==> config.mk <==
export PLATFORM = sky130hd
export DESIGN_NAME = swreg_indirect_reader
export DESIGN_NICKNAME = d
export VERILOG_FILES = /design/src/rtl/swrd_pkg.sv /design/src/rtl/swrd_seq.sv /design/src/rtl/swrd_xact.sv /design/src/rtl/swrd_result.sv /design/src/rtl/swreg_indirect_reader.sv
export SDC_FILE = /design/constraint.sdc
export NUM_CORES = 1
export LEC_CHECK = 0
export ABC_AREA = 1
export CORE_AREA = 2 2 58 66
export CTS_CLUSTER_DIAMETER = 200
export CTS_CLUSTER_SIZE = 30
export DETAILED_ROUTE_END_ITERATION = 10
export DIE_AREA = 0 0 60 68
export DONT_BUFFER_PORTS = 1
export SLEW_MARGIN = 15
export SYNTH_ARGS = -nofsm -noshare
export SYNTH_HDL_FRONTEND = slang
export SYNTH_SLANG_ARGS = --single-unit
==> constraint.sdc <==
create_clock -name clk -period 2.8 [get_ports clk]
set_clock_uncertainty 0.2 [all_clocks]
set_input_delay 0.56 -clock clk [delete_from_list [all_inputs] [get_ports clk]]
set_output_delay 0.56 -clock clk [all_outputs]
set_load 0.02 [all_outputs]
==> src/rtl/swrd_pkg.sv <==
package swrd_pkg;
  localparam int DATA_W    = 16;
  localparam int REG_W     = 5;
  localparam int PHY_W     = 5;
  localparam int NUM_STEPS = 8;
  localparam int IDX_W     = $clog2(NUM_STEPS);

  localparam logic [REG_W-1:0]  REG_PREFIX  = 5'h1D;
  localparam logic [REG_W-1:0]  REG_MODE    = 5'h1F;
  localparam logic [REG_W-1:0]  REG_ADDR    = 5'h17;
  localparam logic [REG_W-1:0]  REG_TRIG    = 5'h15;
  localparam logic [REG_W-1:0]  REG_RESULT  = 5'h19;
  localparam logic [DATA_W-1:0] VAL_PREFIX  = 16'hFFFF;
  localparam logic [DATA_W-1:0] VAL_MODE    = 16'h000E;
  localparam logic [DATA_W-1:0] VAL_TRIG    = 16'h0001;

  typedef struct packed {
    logic              is_wr;
    logic [REG_W-1:0]  regnum;
    logic [DATA_W-1:0] wdata;
  } step_t;

  // Odd steps carry a command or the final read; even steps are prefixes.
  function automatic step_t step_of(input logic [IDX_W-1:0] idx,
                                    input logic [DATA_W-1:0] addr);
    step_t s;
    s.is_wr  = 1'b1;
    s.regnum = REG_PREFIX;
    s.wdata  = VAL_PREFIX;
    if (idx[0]) begin
      case (idx[IDX_W-1:1])
        2'd0: begin s.regnum = REG_MODE;   s.wdata = VAL_MODE; end
        2'd1: begin s.regnum = REG_ADDR;   s.wdata = addr;     end
        2'd2: begin s.regnum = REG_TRIG;   s.wdata = VAL_TRIG; end
        default: begin
          s.is_wr  = 1'b0;
          s.regnum = REG_RESULT;
          s.wdata  = '0;
        end
      endcase
    end
    return s;
  endfunction
endpackage

==> src/rtl/swrd_seq.sv <==
module swrd_seq
  import swrd_pkg::*;
(
  input  logic             clk,
  input  logic             rst,
  input  logic             start,
  input  logic             ack,
  output logic             active,
  output logic [IDX_W-1:0] step,
  output logic             accept,
  output logic             finish
);
  localparam logic [IDX_W-1:0] LAST = IDX_W'(NUM_STEPS - 1);

  logic at_last;
  assign at_last = (step == LAST);
  assign accept  = !active && start;
  assign finish  = active && ack && at_last;

  always_ff @(posedge clk) begin
    if (rst) begin
      active <= 1'b0;
      step   <= '0;
    end else if (accept) begin
      active <= 1'b1;
      step   <= '0;
    end else if (active && ack) begin
      if (at_last) active <= 1'b0;
      else         step   <= step + 1'b1;
    end
  end

  // a waiting step neither moves nor ends
  p_step_hold_r7: assert property (@(posedge clk) disable iff (rst)
    active && !ack |=> active && $stable(step));
  // an acknowledged step advances by exactly one
  p_step_adv_r7: assert property (@(posedge clk) disable iff (rst)
    active && ack && !at_last |=> active && step == $past(step) + 1'b1);
  // a running sequence is not restarted by a new request
  p_no_restart_r8: assert property (@(posedge clk) disable iff (rst)
    active && start && !ack |=> step == $past(step));
endmodule

==> src/rtl/swrd_xact.sv <==
module swrd_xact
  import swrd_pkg::*;
(
  input  logic              clk,
  input  logic              rst,
  input  logic              accept,
  input  logic [DATA_W-1:0] addr_in,
  input  logic [IDX_W-1:0]  step,
  output logic              is_wr,
  output logic [REG_W-1:0]  regnum,
  output logic [DATA_W-1:0] wdata
);
  logic [DATA_W-1:0] addr_q;
  step_t             cur;

  always_ff @(posedge clk) begin
    if (rst)         addr_q <= '0;
    else if (accept) addr_q <= addr_in;
  end

  always_comb begin
    cur    = step_of(step, addr_q);
    is_wr  = cur.is_wr;
    regnum = cur.regnum;
    wdata  = cur.wdata;
  end

  // the captured address only changes on an accepting edge
  p_addr_hold_r10: assert property (@(posedge clk) disable iff (rst)
    !accept |=> $stable(addr_q));
endmodule

==> src/rtl/swrd_result.sv <==
module swrd_result
  import swrd_pkg::*;
(
  input  logic              clk,
  input  logic              rst,
  input  logic              finish,
  input  logic [DATA_W-1:0] rdata_in,
  output logic [DATA_W-1:0] data_q,
  output logic              done_q
);
  always_ff @(posedge clk) begin
    if (rst) begin
      data_q <= '0;
      done_q <= 1'b0;
    end else begin
      done_q <= finish;
      if (finish) data_q <= rdata_in;
    end
  end

  // done is a single-cycle pulse
  p_done_pulse_r9: assert property (@(posedge clk) disable iff (rst)
    done_q |=> !done_q);
  // result holds between completions
  p_data_hold_r9: assert property (@(posedge clk) disable iff (rst)
    !finish |=> $stable(data_q));
endmodule

==> src/rtl/swreg_indirect_reader.sv <==
module swreg_indirect_reader
  import swrd_pkg::*;
#(
  parameter logic [PHY_W-1:0] PHY_ADDR = '0
) (
  input  logic              clk,
  input  logic              rst,
  input  logic              rd_req,
  input  logic [DATA_W-1:0] rd_addr,
  output logic              busy,
  output logic              rd_done,
  output logic [DATA_W-1:0] rd_data,
  output logic              mt_req,
  output logic              mt_write,
  output logic [PHY_W-1:0]  mt_phy,
  output logic [REG_W-1:0]  mt_reg,
  output logic [DATA_W-1:0] mt_wdata,
  input  logic              mt_ack,
  input  logic [DATA_W-1:0] mt_rdata
);
  logic             seq_active;
  logic [IDX_W-1:0] seq_step;
  logic             ev_accept;
  logic             ev_finish;

  swrd_seq u_seq (
    .clk    (clk),
    .rst    (rst),
    .start  (rd_req),
    .ack    (mt_ack),
    .active (seq_active),
    .step   (seq_step),
    .accept (ev_accept),
    .finish (ev_finish)
  );

  swrd_xact u_xact (
    .clk     (clk),
    .rst     (rst),
    .accept  (ev_accept),
    .addr_in (rd_addr),
    .step    (seq_step),
    .is_wr   (mt_write),
    .regnum  (mt_reg),
    .wdata   (mt_wdata)
  );

  swrd_result u_res (
    .clk      (clk),
    .rst      (rst),
    .finish   (ev_finish),
    .rdata_in (mt_rdata),
    .data_q   (rd_data),
    .done_q   (rd_done)
  );

  assign busy   = seq_active;
  assign mt_req = seq_active;
  assign mt_phy = PHY_ADDR;

  // every presented transaction uses PHY 0 (default build)
  p_phy_zero_r1: assert property (@(posedge clk) disable iff (rst)
    mt_req |-> mt_phy == PHY_ADDR);
  // fields stay put while waiting for an acknowledge
  p_fields_stable_r7: assert property (@(posedge clk) disable iff (rst)
    mt_req && !mt_ack |=> mt_req && $stable(mt_write) && $stable(mt_reg) && $stable(mt_wdata));
  // done never overlaps busy
  p_done_idle_r9: assert property (@(posedge clk) disable iff (rst)
    rd_done |-> !busy);
  // the final read is the completing transaction
  p_read_last_r6: assert property (@(posedge clk) disable iff (rst)
    mt_req && mt_ack && !mt_write |=> rd_done && rd_data == $past(mt_rdata));
  // reset quiets the block one edge later
  p_reset_quiet_r11: assert property (@(posedge clk)
    rst |=> !busy && !mt_req && !rd_done);
endmodule

==> run_summary.xml, run 1 <==
<?xml version="1.0" encoding="UTF-8"?>
<metrics>
  <group name="sta">
    <metric name="worst-slew-pin-transition" unit="ps">596</metric>
    <metric name="unrepaired_setup_endpoints_after_global_routing" unit="">no</metric>
    <metric name="worst_slew_margin_rel" unit="%">60.2</metric>
    <metric name="setup_tns" unit="ps">0</metric>
    <metric name="period_share" unit="%">90.0</metric>
    <metric name="min_period" unit="ps">2520</metric>
    <metric name="maxSlewViolCount" unit="">0</metric>
    <metric name="timing.fmax" unit="MHz">397</metric>
    <metric name="postLayoutSetupSlackWorst" unit="ps">279</metric>
    <metric name="report.final.setup_viol" unit="">0</metric>
    <metric name="timing.final.hold_violations" unit="">0</metric>
  </group>
  <group name="routing">
    <metric name="drt-initial-drc-count" unit="">70</metric>
    <metric name="wirelength" unit="um">3470</metric>
    <metric name="drt_first_pass_iters" unit="">4</metric>
    <metric name="drt-wirelength-per-cell" unit="um">12.5</metric>
    <metric name="post_dr_vias_cell" unit="">5.00</metric>
    <metric name="ant_nets" unit="">0</metric>
    <metric name="routed-via-count" unit="">1386</metric>
    <metric name="post_route_drc" unit="">0</metric>
  </group>
  <group name="clock_tree">
    <metric name="cts_hold_buffers" unit="">0</metric>
    <metric name="clockBufferDepth" unit="">2</metric>
    <metric name="tritoncts.num_buffers" unit="">5</metric>
    <metric name="postCtsSetupRepairBufs" unit="">0</metric>
    <metric name="clk_pin_slew_worst_setup_hold_paths" unit="ps">70</metric>
    <metric name="clkLatencyLatePin" unit="ps">280</metric>
    <metric name="cts.root.buffer_cell" unit="">sky130_fd_sc_hd__clkbuf_8</metric>
    <metric name="postCtsResizedCells" unit="">0</metric>
    <metric name="cts_tree" unit="">yes</metric>
    <metric name="ctsHtreeMaxLevel" unit="">2</metric>
    <metric name="cts_num_sinks" unit="">37</metric>
  </group>
  <group name="synth">
    <metric name="synth_flop_type" unit="">sky130_fd_sc_hd__dfxtp_1</metric>
    <metric name="synth_xor_xnor_area_share" unit="%">0</metric>
    <metric name="synth_simple_gate_area_share" unit="%">28.6</metric>
    <metric name="synth_largest_area_cell" unit="">sky130_fd_sc_hd__dfxtp_1</metric>
    <metric name="synth_seq_area_share" unit="%">45.0</metric>
    <metric name="dominant_combinational_cell_family_by_area_after_synthesis" unit="">simple AND/OR/NAND/NOR gates</metric>
    <metric name="yosys_register_bits" unit="">37</metric>
    <metric name="ys_warn_count" unit="">0</metric>
    <metric name="synthesis.area" unit="mm^2">0.00165</metric>
    <metric name="yosys-mux-area-fraction" unit="%">0</metric>
    <metric name="synthDominantCellAreaShare" unit="%">45.0</metric>
    <metric name="synthTopCellsByCount" unit="">56 x sky130_fd_sc_hd__nand2_1, 37 x sky130_fd_sc_hd__dfxtp_1, 35 x sky130_fd_sc_hd__nor2_1</metric>
    <metric name="postSynth.asyncResetShare" unit="%">0</metric>
    <metric name="synth.distinct_cells" unit="">22</metric>
    <metric name="synth.most_common_cell" unit="">sky130_fd_sc_hd__nand2_1</metric>
    <metric name="synthesized_area_divided_by_synthesized_cell_count" unit="um^2">7.41</metric>
    <metric name="synth_compound_area_share" unit="%">11.4</metric>
    <metric name="yosys.area_share.adder" unit="%">3.80</metric>
    <metric name="gate_count_after_technology_mapping" unit="">222</metric>
    <metric name="synth-edff-count" unit="">0</metric>
    <metric name="synth.area.top_cells" unit="">sky130_fd_sc_hd__dfxtp_1 45%, sky130_fd_sc_hd__nand2_1 13%, sky130_fd_sc_hd__o21ai_0 9.4%, sky130_fd_sc_hd__nor2_1 8.0%, sky130_fd_sc_hd__nand3_1 5.5%</metric>
  </group>
  <group name="cells_and_area">
    <metric name="fin_cells" unit="">277</metric>
    <metric name="nNetsFinal" unit="">268</metric>
    <metric name="drive_above_1_share" unit="%">11.5</metric>
    <metric name="antenna_cells" unit="">0</metric>
    <metric name="area_growth_syn_to_layout" unit="%">7.22</metric>
  </group>
  <group name="place">
    <metric name="place_worst_setup_slack" unit="ps">569</metric>
    <metric name="post-place-cells" unit="">270</metric>
    <metric name="place_hpwl" unit="um">2500</metric>
    <metric name="routabilityCongestion" unit="">0.722</metric>
    <metric name="port_buffers" unit="">0</metric>
  </group>
  <group name="pwr">
    <metric name="total_leakage_power" unit="nW">0.755</metric>
    <metric name="comb_power_share" unit="%">8.5</metric>
    <metric name="seq_power_share" unit="%">55.6</metric>
    <metric name="internal_power" unit="mW">0.769</metric>
    <metric name="netSwitchingFraction" unit="%">24.1</metric>
    <metric name="power.ir.vdd_worst" unit="uV">374</metric>
    <metric name="finalPower" unit="mW">1.01</metric>
    <metric name="power-per-cell-area" unit="mW/mm^2">574</metric>
    <metric name="clkPwrFrac" unit="%">36.0</metric>
    <metric name="power.net_switching" unit="mW">0.244</metric>
  </group>
  <group name="critical_path">
    <metric name="worst_setup_path_start_kind" unit="">flip-flop</metric>
    <metric name="crit_fanout" unit="">14</metric>
    <metric name="critPathCaptureType" unit="">output pin</metric>
    <metric name="cp.required" unit="ps">2040</metric>
    <metric name="path_class" unit="">flip-flop to output pin</metric>
    <metric name="worstPathArrival" unit="ps">1760</metric>
    <metric name="reg2reg_from" unit="">u_seq.step[0]</metric>
    <metric name="worst_setup_path_startpoint" unit="">u_seq.step[2]</metric>
  </group>
  <group name="flow_run">
    <metric name="cap_violations" unit="">0</metric>
  </group>
  <group name="global_routing">
    <metric name="grt_overflow" unit="">0</metric>
    <metric name="antenna_found_initial" unit="">0</metric>
    <metric name="grt_pass1_vias" unit="">1217</metric>
    <metric name="grt_pass1_wl" unit="um">5240</metric>
    <metric name="overall_global_routing_usage" unit="%">17.4</metric>
    <metric name="pin_count_of_the_biggest_net_entering_global_routing" unit="">36</metric>
  </group>
  <group name="floorplan">
    <metric name="initial_utilization" unit="%">47.3</metric>
    <metric name="placement_row_count" unit="">23</metric>
    <metric name="io_pins" unit="">82</metric>
    <metric name="die_x" unit="um">60</metric>
    <metric name="dieArea" unit="mm^2">0.00408</metric>
    <metric name="core_region_area" unit="mm^2">0.00348</metric>
    <metric name="die_h" unit="um">68</metric>
  </group>
  <group name="min_path">
    <metric name="holdCritStartpoint" unit="">mt_rdata[0]</metric>
    <metric name="min-delay-path-class" unit="">input port to flip-flop</metric>
  </group>
  <group name="outcome">
    <metric name="run_status" unit="">completed</metric>
  </group>
</metrics>
[cell type report]
cell class                 count  area [um^2]
multi-input combinational    162          747
timing repair buffer          13         97.6
inverter                       8         30.0
sequential                    37          741
fill                         355         1720
tap                           50         62.6
clock buffer                   7         86.3
[through the flow]
stage | hold slack, ps | util [%] | area [um^2]
2_1_floorplan | 250 | - | 1660
3_3_place_gp | 266 | 48.2 | 1680
3_5_place_dp | 273 | 48.2 | 1680
4_1_cts | 170 | 50.7 | 1760
5_1_grt | 165 | 50.7 | 1760
6_report | 180 | 50.7 | 1760
[routing by layer]
layer	GRT usage, %	vias to the layer above	wire, um
met3	8.32	4	302
li1	-	708	-
met5	0	-	0
met1	18.3	619	1420
met4	7.50	0	38
met2	29.3	55	1700
[critical path, stage by stage (launching register included)]
cell and delay (ps):
sky130_fd_sc_hd__dfxtp_1 340, sky130_fd_sc_hd__inv_1 120, sky130_fd_sc_hd__ha_1 460, sky130_fd_sc_hd__nor2_1 120, sky130_fd_sc_hd__nor2_1 150, sky130_fd_sc_hd__o21ai_0 110
sky130_fd_sc_hd__nand2_1 180
[worst paths after layout]
| path | endpoint | slack [ps] | cells after the start |
|---|---|---|---|
| max reg2reg | u_res.data_q[6] | 760 | 5 |
| min reg2reg | u_xact.addr_q[15] | 280 | 2 |
| max | mt_wdata[1] | 280 | 6 |
| min | u_res.data_q[0] | 180 | 2 |
[power by group through the flow]
stage	Clock (mW)	Sequential (mW)	Combinational, mW
floorplan	0	0.568	0.0823
global placement	0	0.574	0.0841
detailed placement	0	0.575	0.0868
CTS	0.376	0.563	0.0870
global route	0.401	0.565	0.0975
finish	0.364	0.563	0.0859
[state kept, by name (all words and copies together) (netlist names)]
name,count
u_seq.active,1
u_xact.addr_q,16
u_res.done_q,1
u_res.data_q,16
u_seq.step,3
[cells by family (layout without fill, tap and decap cells)]
| group | Yosys count | count (layout) |
|---|---|---|
| AO/OA/AOI/OAI | 36 | 36 |
| adder cells (fa/ha/maj) | 5 | 5 |
| buffers and inverters | 28 | 28 |
| flip-flops | 37 | 37 |
| other | 2 | 7 |
| AND/OR/NAND/NOR | 114 | 114 |
[placed cells by master (no fill, tap or decap)]
master	netlist	layout
sky130_fd_sc_hd__nand2_4	1	1
sky130_fd_sc_hd__clkbuf_1	4	1
sky130_fd_sc_hd__dfxtp_1	37	37
sky130_fd_sc_hd__nand3_2	1	1
sky130_fd_sc_hd__nor2_1	35	35
sky130_fd_sc_hd__a21oi_1	3	3
sky130_fd_sc_hd__nand3_1	18	18
sky130_fd_sc_hd__nand2_2	1	1
sky130_fd_sc_hd__o211ai_1	1	1
sky130_fd_sc_hd__o21ai_0	31	31
sky130_fd_sc_hd__inv_1	4	4
sky130_fd_sc_hd__o211a_1	1	1
sky130_fd_sc_hd__clkbuf_8	0	6
sky130_fd_sc_hd__nand2_1	56	56
sky130_fd_sc_hd__buf_4	9	13
sky130_fd_sc_hd__nand4_1	1	1
sky130_fd_sc_hd__conb_1	2	7
sky130_fd_sc_hd__inv_2	4	4
sky130_fd_sc_hd__ha_1	5	5
sky130_fd_sc_hd__nor3_1	1	1
Note: power is estimated with default switching activity, not from simulation.
==> run 2, diff against run 1 <==
--- a/config.mk
+++ b/config.mk
@@ -6,13 +6,14 @@
 export NUM_CORES = 1
 export LEC_CHECK = 0
 export ABC_AREA = 1
-export CORE_AREA = 2 2 58 66
+export CORE_AREA = 2 2 61 69
 export CTS_CLUSTER_DIAMETER = 200
 export CTS_CLUSTER_SIZE = 30
 export DETAILED_ROUTE_END_ITERATION = 10
-export DIE_AREA = 0 0 60 68
+export DIE_AREA = 0 0 63 71
 export DONT_BUFFER_PORTS = 1
 export SLEW_MARGIN = 15
 export SYNTH_ARGS = -nofsm -noshare
 export SYNTH_HDL_FRONTEND = slang
+export SYNTH_HIERARCHICAL = 1
 export SYNTH_SLANG_ARGS = --single-unit
==> run 2 against run 1 <==
Compared with the run above: clock power increased by 1%; critical path depth decreased by 2; core utilization shrank 2.0 points; worst setup slack improved by 3.1 ps; routed wire length grew 1.2%; largest cell class unchanged; largest power group unchanged.
==> run_summary.xml, run 2 <==
<?xml version="1.0" encoding="UTF-8"?>
<metrics>
  <group name="routing">
    <metric name="post_dr_vias_cell" unit="">4.67</metric>
    <metric name="ant_nets" unit="">0</metric>
    <metric name="wirelength" unit="um">3510</metric>
    <metric name="drt_first_pass_iters" unit="">4</metric>
    <metric name="drt-initial-drc-count" unit="">66</metric>
    <metric name="drt-wirelength-per-cell" unit="um">11.3</metric>
    <metric name="routed-via-count" unit="">1452</metric>
    <metric name="post_route_drc" unit="">0</metric>
  </group>
  <group name="flow_run">
    <metric name="cap_violations" unit="">0</metric>
  </group>
  <group name="cells_and_area">
    <metric name="reg.largest.list" unit="">u_res/data_q (16), u_xact/addr_q (16), u_seq/step (3)</metric>
    <metric name="nNetsFinal" unit="">300</metric>
    <metric name="area_growth_syn_to_layout" unit="%">0.339</metric>
    <metric name="antenna_cells" unit="">0</metric>
    <metric name="multi_input_area" unit="um^2">842</metric>
    <metric name="drive_above_1_share" unit="%">12.7</metric>
    <metric name="mostFrequentLayoutCells" unit="">58 x sky130_fd_sc_hd__nor2_1, 55 x sky130_fd_sc_hd__nand2_1, 37 x sky130_fd_sc_hd__dfxtp_1, 26 x sky130_fd_sc_hd__inv_1, 17 x sky130_fd_sc_hd__o21ai_0</metric>
    <metric name="n_fill_cell" unit="">428</metric>
    <metric name="layout.core_utilization" unit="%">48.6</metric>
    <metric name="commonest_non_fill_non_tap_cell_in_the_layout" unit="">sky130_fd_sc_hd__nor2_1</metric>
    <metric name="layout.area.seq" unit="um^2">741</metric>
  </group>
  <group name="sta">
    <metric name="worst_slew_margin_rel" unit="%">37.1</metric>
    <metric name="timing.fmax" unit="MHz">397</metric>
    <metric name="period_share" unit="%">89.9</metric>
    <metric name="timing.final.hold_violations" unit="">0</metric>
    <metric name="worst-slew-pin-transition" unit="ps">940</metric>
    <metric name="maxSlewViolCount" unit="">0</metric>
    <metric name="postLayoutSetupSlackWorst" unit="ps">282</metric>
    <metric name="unrepaired_setup_endpoints_after_global_routing" unit="">no</metric>
    <metric name="min_period" unit="ps">2520</metric>
    <metric name="setup_tns" unit="ps">0</metric>
    <metric name="report.final.setup_viol" unit="">0</metric>
  </group>
  <group name="global_routing">
    <metric name="antenna_found_initial" unit="">0</metric>
    <metric name="grt_overflow" unit="">0</metric>
    <metric name="pin_count_of_the_biggest_net_entering_global_routing" unit="">35</metric>
    <metric name="overall_global_routing_usage" unit="%">17.0</metric>
    <metric name="grt_pass1_wl" unit="um">6130</metric>
    <metric name="grt_pass1_vias" unit="">1400</metric>
  </group>
  <group name="critical_path">
    <metric name="cp_cell_sequence" unit="">inv_1 &gt; ha_1 &gt; o21ai_0 &gt; nor2_1</metric>
    <metric name="critical_path.slowest_cell" unit="">sky130_fd_sc_hd__ha_1</metric>
    <metric name="path_class" unit="">flip-flop to output pin</metric>
    <metric name="critPathCaptureType" unit="">output pin</metric>
    <metric name="largest_delay_contributor_family_on_the_critical_path" unit="">adder cells</metric>
    <metric name="worst_setup_path_start_kind" unit="">flip-flop</metric>
    <metric name="path_buf_inv" unit="">1</metric>
    <metric name="worstPathArrival" unit="ps">1760</metric>
    <metric name="cp.required" unit="ps">2040</metric>
    <metric name="cpPeakStageDelay" unit="ps">550</metric>
    <metric name="crit_fanout" unit="">17</metric>
  </group>
  <group name="floorplan">
    <metric name="io_pins" unit="">82</metric>
    <metric name="die_x" unit="um">63</metric>
    <metric name="die_h" unit="um">71</metric>
    <metric name="dieArea" unit="mm^2">0.00447</metric>
    <metric name="core_region_area" unit="mm^2">0.00381</metric>
    <metric name="placement_row_count" unit="">24</metric>
    <metric name="initial_utilization" unit="%">48.5</metric>
  </group>
  <group name="clock_tree">
    <metric name="clk_pin_slew_worst_setup_hold_paths" unit="ps">70</metric>
    <metric name="cts_tree" unit="">yes</metric>
    <metric name="clockBufferDepth" unit="">2</metric>
    <metric name="tritoncts.num_buffers" unit="">5</metric>
    <metric name="postCtsResizedCells" unit="">0</metric>
    <metric name="cts_num_sinks" unit="">37</metric>
    <metric name="ctsHtreeMaxLevel" unit="">2</metric>
    <metric name="postCtsSetupRepairBufs" unit="">0</metric>
    <metric name="cts_hold_buffers" unit="">0</metric>
    <metric name="cts.root.buffer_cell" unit="">sky130_fd_sc_hd__clkbuf_8</metric>
    <metric name="clkLatencyLatePin" unit="ps">280</metric>
  </group>
  <group name="place">
    <metric name="port_buffers" unit="">0</metric>
    <metric name="routabilityCongestion" unit="">0.718</metric>
    <metric name="place_hpwl" unit="um">2450</metric>
    <metric name="place_worst_setup_slack" unit="ps">580</metric>
  </group>
  <group name="synth">
    <metric name="synth_largest_area_cell" unit="">sky130_fd_sc_hd__dfxtp_1</metric>
    <metric name="synth-edff-count" unit="">0</metric>
    <metric name="synthTopCellsByCount" unit="">59 x sky130_fd_sc_hd__nor2_1, 55 x sky130_fd_sc_hd__nand2_1, 37 x sky130_fd_sc_hd__dfxtp_1</metric>
    <metric name="synthesis.area" unit="mm^2">0.00185</metric>
    <metric name="synth.distinct_cells" unit="">18</metric>
    <metric name="synth.area.top_cells" unit="">sky130_fd_sc_hd__dfxtp_1 40%, sky130_fd_sc_hd__nor2_1 12%, sky130_fd_sc_hd__nand2_1 11%, sky130_fd_sc_hd__inv_1 5.3%, sky130_fd_sc_hd__o21ai_0 4.6%</metric>
    <metric name="ys_warn_count" unit="">6</metric>
    <metric name="synth_seq_area_share" unit="%">40.1</metric>
    <metric name="postSynth.asyncResetShare" unit="%">0</metric>
    <metric name="synth.most_common_cell" unit="">sky130_fd_sc_hd__nor2_1</metric>
    <metric name="yosys_register_bits" unit="">37</metric>
    <metric name="synth_flop_type" unit="">sky130_fd_sc_hd__dfxtp_1</metric>
    <metric name="synthesized_area_divided_by_synthesized_cell_count" unit="um^2">6.92</metric>
    <metric name="synthDominantCellAreaShare" unit="%">40.1</metric>
    <metric name="gate_count_after_technology_mapping" unit="">267</metric>
  </group>
  <group name="pwr">
    <metric name="power.ir.vdd_worst" unit="uV">265</metric>
    <metric name="total_leakage_power" unit="nW">0.810</metric>
    <metric name="power-per-cell-area" unit="mW/mm^2">546</metric>
  </group>
  <group name="outcome">
    <metric name="run_status" unit="">completed</metric>
  </group>
  <group name="min_path">
    <metric name="min-delay-path-class" unit="">input port to flip-flop</metric>
  </group>
</metrics>
run 2: path summary, 6_finish.rpt:
kind | from | endpoint | slack (ps) | cells past startpoint
hold / removal | rst | u_res/done_q | 140 | 1
setup reg to reg | u_seq/active | u_xact/addr_q[15] | 650 | 4
hold reg to reg | u_xact/addr_q[8] | u_xact/addr_q[8] | 290 | 2
setup / recovery | u_seq/step[2] | mt_reg[1] | 280 | 4
run 2: cell type report:
class | instances | area share [%]
Clock buffer | 7 | 4.66
Tap cell | 52 | 3.51
Inverter | 28 | 5.67
Multi-Input combinational cell | 185 | 45.4
Timing Repair Buffer | 2 | 0.810
Sequential cell | 37 | 39.9
run 2: cell families after synthesis:
kind of cell    after synthesis  share of synthesized area, %
simple gates                151                          34.7
compound gates               22                          5.96
buf+inv                      50                          15.5
flops                        37                          40.1
fa+ha+maj                     5                          3.39
other cells                   2                         0.406
run 2: routing by layer:
layer	part of all wire, %	wire length, um	vias to the layer above	track usage (%)
met5	0	0	-	0
met4	1.7	61	0	7.41
met3	9.8	344	6	7.31
met2	46	1610	50	27.7
met1	43	1500	630	19.5
li1	-	-	766	-
run 2: stage by stage:
step | power (mW) | std cells | hold slack (ps) | cell area [um^2]
2_1_floorplan | 0.656 | 272 | 254 | 1870
3_3_place_gp | 0.656 | 304 | 277 | 1770
3_5_place_dp | 0.657 | 304 | 279 | 1770
4_1_cts | 1.03 | 311 | 125 | 1850
5_1_grt | 1.06 | 311 | 134 | 1850
6_report | 1.01 | 311 | 138 | 1850
run 2: where the power goes:
| part | switching, mW | internal, mW |
|---|---|---|
| Sequential | 0.0136 | 0.546 |
| Combinational | 0.0641 | 0.0211 |
| Clock | 0.173 | 0.195 |
run 2: worst reg2reg max path, cell delays in order (launching register included):
cell and delay (ps):
sky130_fd_sc_hd__dfxtp_1 480, sky130_fd_sc_hd__nor2_1 800, sky130_fd_sc_hd__inv_2 320, sky130_fd_sc_hd__nor2_1 180, sky130_fd_sc_hd__nor2_1 60
